[src/rtl/prio_vec_intc.sv]
module prio_vec_intc #(
  parameter int NSRC     = 14,
  parameter int DW       = 16,
  parameter int VW       = 20,
  parameter int BASE_LSB = 10,
  parameter int OW       = 10,
  parameter int DIS_BIT  = 4,
  parameter logic [NSRC-1:0] EDGE_MAP = 14'b00_0011_1000_0001,
  parameter logic [OW-1:0]   TOP_OFS  = 10'h1E0,
  parameter logic [OW-1:0]   OFS_STEP = 10'h020
) (
  input  logic              clk,
  input  logic              rst_n,
  input  logic [NSRC-2:0]   irq_src,
  input  logic              reg_wr,
  input  logic              reg_rd,
  input  logic [1:0]        reg_sel,
  input  logic [DW-1:0]     reg_wdata,
  output logic [DW-1:0]     reg_rdata,
  input  logic              ack_valid,
  input  logic [$clog2(NSRC)-1:0] ack_prio,
  output logic              irq_req,
  output logic [$clog2(NSRC)-1:0] irq_prio,
  output logic [VW-1:0]     irq_vector
);
  localparam int PW  = $clog2(NSRC);
  localparam int NHW = NSRC - 1;
  localparam int SWI = NSRC - 1;
  localparam int BW  = DW - BASE_LSB;
  localparam int ZW  = VW - BW - OW;

  localparam logic [1:0] SEL_MASK = 2'd0;
  localparam logic [1:0] SEL_BASE = 2'd1;
  localparam logic [1:0] SEL_CFG  = 2'd2;

  logic [NHW-1:0]  src_q, lvl_q, edge_pend;
  logic            swi_pend;
  logic [DW-1:0]   mask_q, base_q, cfg_q;
  logic [NHW-1:0]  rise;
  logic [NSRC-1:0] raw, live;
  logic [PW-1:0]   win;
  logic            any;

  wire base_wr = reg_wr && reg_sel == SEL_BASE;
  wire base_rd = reg_rd && reg_sel == SEL_BASE;

  assign rise = irq_src & ~src_q;

  always_ff @(posedge clk) begin
    if (!rst_n) begin
      src_q     <= '0;
      lvl_q     <= '0;
      edge_pend <= '0;
      swi_pend  <= 1'b0;
      mask_q    <= '1;
      base_q    <= '0;
      cfg_q     <= DW'(1) << DIS_BIT;
    end else begin
      src_q <= irq_src;
      lvl_q <= irq_src;
      for (int i = 0; i < NHW; i++) begin
        if (EDGE_MAP[i])
          edge_pend[i] <= (edge_pend[i] & ~(ack_valid && ack_prio == PW'(i))) | rise[i];
        else
          edge_pend[i] <= 1'b0;
      end
      if (base_wr)      swi_pend <= 1'b1;
      else if (base_rd) swi_pend <= 1'b0;
      if (reg_wr && reg_sel == SEL_MASK) mask_q <= reg_wdata;
      if (base_wr)                       base_q <= reg_wdata;
      if (reg_wr && reg_sel == SEL_CFG)  cfg_q  <= reg_wdata;
    end
  end

  genvar g;
  generate
    for (g = 0; g < NHW; g++) begin : g_raw
      if (EDGE_MAP[g]) begin : g_edge
        assign raw[g] = edge_pend[g];
      end else begin : g_lvl
        assign raw[g] = lvl_q[g];
      end
    end
  endgenerate
  assign raw[SWI] = swi_pend;

  assign live[0]      = raw[0];
  assign live[NSRC-1:1] = raw[NSRC-1:1] & ~mask_q[NSRC-1:1] & {(NSRC-1){~cfg_q[DIS_BIT]}};

  always_comb begin
    win = '0;
    any = 1'b0;
    for (int i = NSRC - 1; i >= 0; i--) begin
      if (live[i]) begin
        win = PW'(i);
        any = 1'b1;
      end
    end
  end

  assign irq_req    = any;
  assign irq_prio   = win;
  assign irq_vector = {{ZW{1'b0}}, base_q[DW-1:BASE_LSB], TOP_OFS - OFS_STEP * OW'(win)};

  always_comb begin
    case (reg_sel)
      SEL_MASK: reg_rdata = mask_q;
      SEL_BASE: reg_rdata = base_q;
      SEL_CFG:  reg_rdata = cfg_q;
      default:  reg_rdata = '0;
    endcase
  end
endmodule


[config.mk]
export PLATFORM = sky130hd
export DESIGN_NAME = prio_vec_intc
export DESIGN_NICKNAME = d
export VERILOG_FILES = /design/src/rtl/prio_vec_intc.sv
export SDC_FILE = /design/constraint.sdc
export NUM_CORES = 1
export LEC_CHECK = 0
export BUFFER_PORTS_ARGS = -buffer_cell sky130_fd_sc_hd__buf_2
export CAP_MARGIN = 20
export CELL_PAD_IN_SITES_DETAIL_PLACEMENT = 1
export CELL_PAD_IN_SITES_GLOBAL_PLACEMENT = 1
export CORE_UTILIZATION = 25
export CTS_CLUSTER_SIZE = 25
export DETAILED_ROUTE_END_ITERATION = 8
export PLACE_DENSITY_LB_ADDON = 0.1
export SLEW_MARGIN = 20
export SYNTH_ARGS = -nofsm -noshare
export SYNTH_HDL_FRONTEND = slang
export SYNTH_SLANG_ARGS = --single-unit
[constraint.sdc]
create_clock -name clk -period 1.2 [get_ports clk]
set_input_delay 0 -clock clk [delete_from_list [all_inputs] [get_ports clk]]
set_output_delay 0 -clock clk [all_outputs]
set_load 0.005 [all_outputs]
Yosys cells after proc, flatten, opt, wreduce, memory -nomap -nowiden. Index checks and enable logic that the tools add are counted. Widths: inputs -> output; s select.

Bits in registers: 66. Input port bits: 40. Logic and storage cells: 72.

$add $sub $neg: 1. Eq/ne operators: 5. Multiplexer cells: 31. Bitwise gates (word level): 18. Reductions and logical operators: 11.

Operator list (number): $mux 4 (14); $pmux 16 s3 (1); $and 13x13->13 (2); $mux 1 (16); $not 13->13 (1); $and 10x10->10 (1); $not 10->10 (1); $sub 9x9->10 const A (1); $eq 4x4->1 const B (2); $logic_and 1x1->1 (8); $not 1->1 (5); $and 1x1->1 (4); $eq 4x3->1 const B (1); $logic_not 4->1 (1); $or 1x1->1 (4); $eq 2x1->1 const B (1); $eq 2x2->1 const B (1); $logic_not 2->1 (1); $reduce_bool 2->1 (1).

Depth between registers and ports, before layout.
Word-level depth: 18. Depth in mapped cells: 7.

Worst setup path before layout. Ideal clock, no wire load.

Kind: flip-flop to output port. Start point: register cfg_q[4]. End point: output irq_prio[3]. Arrival time: 1.118 ns. Required time: 1.200 ns. Setup slack: 0.082 ns. Cell stages (with the launch flop): 5. Path buffers: 1. Cell sequence: dfxtp_1 buf_2 o21bai_1 nor4_1 nor2b_1.

Word-level cells in the longest chain between the ends: 16.

Ends and longest elaborated chain: from (decl) (RTL line 38) `logic [DW-1:0] mask_q, base_q, cfg_q;`; from (signal assigned) (RTL line 57) `cfg_q <= DW'(1) << DIS_BIT;`; from (signal assigned) (RTL line 71) `if (reg_wr && reg_sel == SEL_CFG) cfg_q <= reg_wdata;`; $not 1->1 (*) (RTL line 88) `assign live[NSRC-1:1] = raw[NSRC-1:1] & ~mask_q[NSRC-1:1] & {(NSRC-1){~cfg_q[DIS_BIT]}};`; $and 13x13->13 (*) (RTL line 88); $mux 4 (12 in a row) (RTL line 94) `if (live[i]) begin`; $mux 4 (*) (2 in a row) (RTL line 94); to (decl) (RTL line 23) `output logic [$clog2(NSRC)-1:0] irq_prio,`.

Mark *: on every way between the ends. The rest lies on a longest branch, timed or not.

Worst setup path after layout.
Start point: register mask_q[3]. End point: output irq_prio[3].

Word-level cells in the longest chain between the ends: 7.

Ends and longest elaborated chain: from (decl) (RTL line 38); from (signal assigned) (RTL line 69) `if (reg_wr && reg_sel == SEL_MASK) mask_q <= reg_wdata;`; $not 13->13 (RTL line 88); $and 13x13->13 (2 in a row) (RTL line 88); $mux 4 (4 in a row) (RTL line 94).

No other way between the ends.

==> impl_results.md <==
- H-tree levels: 3
- WP data required: roughly 1200 ps
- RSZ-0062 raised after global routing: yes
- Simple-gate portion of the synthesized area: between 20 and 30%
- Chip Height: 114 um
- Crit path cell chain: nand2b_4 > a21oi_4 > nor4_2 > buf_4 > nor2b_4 > buf_2
- DR vias/cell: around 4.4
- Die width: around 110 um
- Ys async rst share: 0%
- Xor-xnor portion of the synthesized cell area: 0%
- Mapped Cells: between 300 and 400
- Synth Register Bits: 66
- CP max FO: 3
- GR peak layer: met2
- Core footprint: between 0.01 and 0.015 sq mm
- Clock Skew: approximately 0.3 ps
- Critical Path Start Type: flop
- FP Rows: 40
- Largest net degree at the start of global routing: between 60 and 70
- Critical setup path kind: flop to output port
- Slowest CP cell: dfxtp_4
- # IOs: 81
- WHS: approximately 57 ps
- CTS Buf Count: 9
- Max-Cap Viols: 0
- Crit path DAT: 1540 ps
- Sequential fraction of the synthesis area: around two fifths
- Power per Cell Area: roughly 1200 mW/mm^2
- Ys flop type: dfxtp_1
- Overflow after GRT: 0
- Syn Area/Cell: approximately 8.2 sq um
- Wire per inst: around 15 um
- Met1 GRT Util: a little over a fifth
- P&R area growth vs syn: 49.7%
- Mux cell area share after synthesis: between 5 and 6%
- Min-delay worst type: input port to flop
- Ys Warns: 0
- Clock-pin slew on the worst setup and hold paths: roughly 50 ps
- Final Cycle Share: 128%
- Initial antenna violation count: 0
- Initial DRT Pass Iterations: 4
- Failing checks: negative setup slack
- CTS max path bufs: 2
- Final min period: between 1500 and 2000 ps
- Most common cell after layout, fill and taps aside: nand2_1
- Most frequent cells in the layout: nand2_1 (118), buf_2 (70), dfxtp_1 (55)
- FMAX: ~0.65 GHz
- Synth Area in Compound Gates: approximately 17%
- DRC Markers: 0
- Netlist cell types: 41
- Pwr Total: approximately 5.7 mW
- Pins over their slew limit: 0
- Worst setup margin: -337 ps
- Largest family of logic cells by synthesized area: simple AND/OR/NAND/NOR gates
- First-pass GRT wire length: between 15,000 and 20,000 um
- Pre-CTS WS: -155 ps
- Vias in the first global route: around 3,100
- Met2 usage: a little over a quarter
- GRT Overall Usage: about 16%
- # fillers: between 1,000 and 1,500
- Via Count: slightly below 3,000
- Core Util, Final: 38.8%
- Finished Cell Area: ~0.0047 sq mm
- Leak Pwr: between 2 and 2.5 nW
- Synth area leaders: dfxtp_1 (42%), nand2_1 (14%), a21boi_0 (5.9%)
- Initial Util: between 20% and 30%
- CP Capture Type: output port
- Peak VDD IR: between 0.0006 and 0.0007 V
- Worst skew pair latency: ~330 ps
- Largest area contributor in the netlist: dfxtp_1
- CTS sink cnt: 66
- Cell area after synthesis: 0.00316 sq mm
- Dpl cell area: between 0.003 and 0.004 sq mm
- Top cell type's share of synthesized area: 41.9%
- EDFF count, synth: 0
- CTS tree: done
- Slowest Stage Delay on Critical Path: between 300 and 400 ps
- Final WL: between 9000 and 10,000 um
- Gpl congestion: ~0.73
- Share of cells above drive strength 1: between 30% and 40%
- Clk root buf: clkbuf_16
- Final setup violation count: 10
- Number of nets in the layout: 547
- PortBufs: 70
- Adder-Cell Fraction of Synth Area: 0%
- DR iter-0 viols: 49
- Final ANT Viol Nets: 0
- Final Hold Viols: 0
- Status: complete, but fails checks
- N_diodes: 0
- Die area: about 0.013 sq mm
- Dpl hpwl: slightly below 7000 um
- Met3 usage: under 10%
## power by group
part | internal (mW) | switching (mW)
Clock | 1.60 | 0.924
Sequential | 2.30 | 0.0737
Combinational | 0.433 | 0.374
## area by class of cell
cell class | instances | area, sq um | area share, %
Multi-Input combinational cell | 289 | 1810 | 38.2
Sequential cell | 66 | 1340 | 28.4
Timing Repair Buffer | 139 | 1070 | 22.6
Clock buffer | 13 | 280 | 5.93
Tap cell | 168 | 210 | 4.45
Clock inverter | 2 | 10.0 | 0.212
Inverter | 2 | 10.0 | 0.212
## kinds of logic after synthesis
| family | after synthesis |
|---|---|
| other cells | 1 |
| simple gates | 187 |
| flops | 66 |
| mux | 16 |
| buf+inv | 41 |
| compound gates | 76 |
## metal layers
layer	up-vias	share of wire, %
li1	1498	-
met1	1391	49
met2	61	47
met3	8	3.2
met4	0	0.86
met5	-	0
## cell usage after synthesis (2+ instances only)
cell type  count
nand2_1      118
dfxtp_1       66
a21boi_0      25
o21ai_0       23
buf_4         22
nand3_1       18
mux2i_1       16
nand2b_1      15
and2_1        14
clkbuf_1       9
nor2b_1        8
a21oi_1        7
a21boi_2       6
nor2_1         4
a21boi_1       3
buf_2          3
buf_6          3
a41oi_1        2
inv_1          2
o31ai_1        2
## registers in the layout, summed over array words and instances, names as in the netlist
name       flops
edge_pend      4
mask_q        16
base_q        16
lvl_q         13
cfg_q         16
swi_pend       1
## worst paths after layout
check / startpoint / to / slack (ps) / depth (start not counted)
max: mask_q[3] / irq_prio[3] / -340 / 6
min: ack_prio[3] / edge_pend[7] / 60 / 3
max reg2reg: cfg_q[4] / cfg_q[4] / 250 / 4
min reg2reg: cfg_q[15] / cfg_q[15] / 460 / 2
## per-stage QoR
stage               setup TNS (ps)  std cells
finish                       -2470        679
global route                 -3450        679
CTS                          -2650        678
detailed placement            -638        633
global placement              -755        633
floorplan                        0        396
## worst max-delay path, delay by kind of cell, from the launching register on
| family | cells | cell delay, ps |
|---|---|---|
| AND/OR/NAND/NOR | 3 | 530 |
| flip-flops | 1 | 350 |
| buffers and inverters | 2 | 260 |
| AO/OA/AOI/OAI | 1 | 60 |
## what timing repair did
action | 4_1_cts | 5_1_grt
pin swaps | 12 | 9
hold endpoints to repair | 63 | 0
endpoints found under the setup margin | 14 | 17
hold buffers | 29 | 0
resized for setup | 51 | 26
buffers inserted | 3 | 1
(Power assumes the default switching activity.)
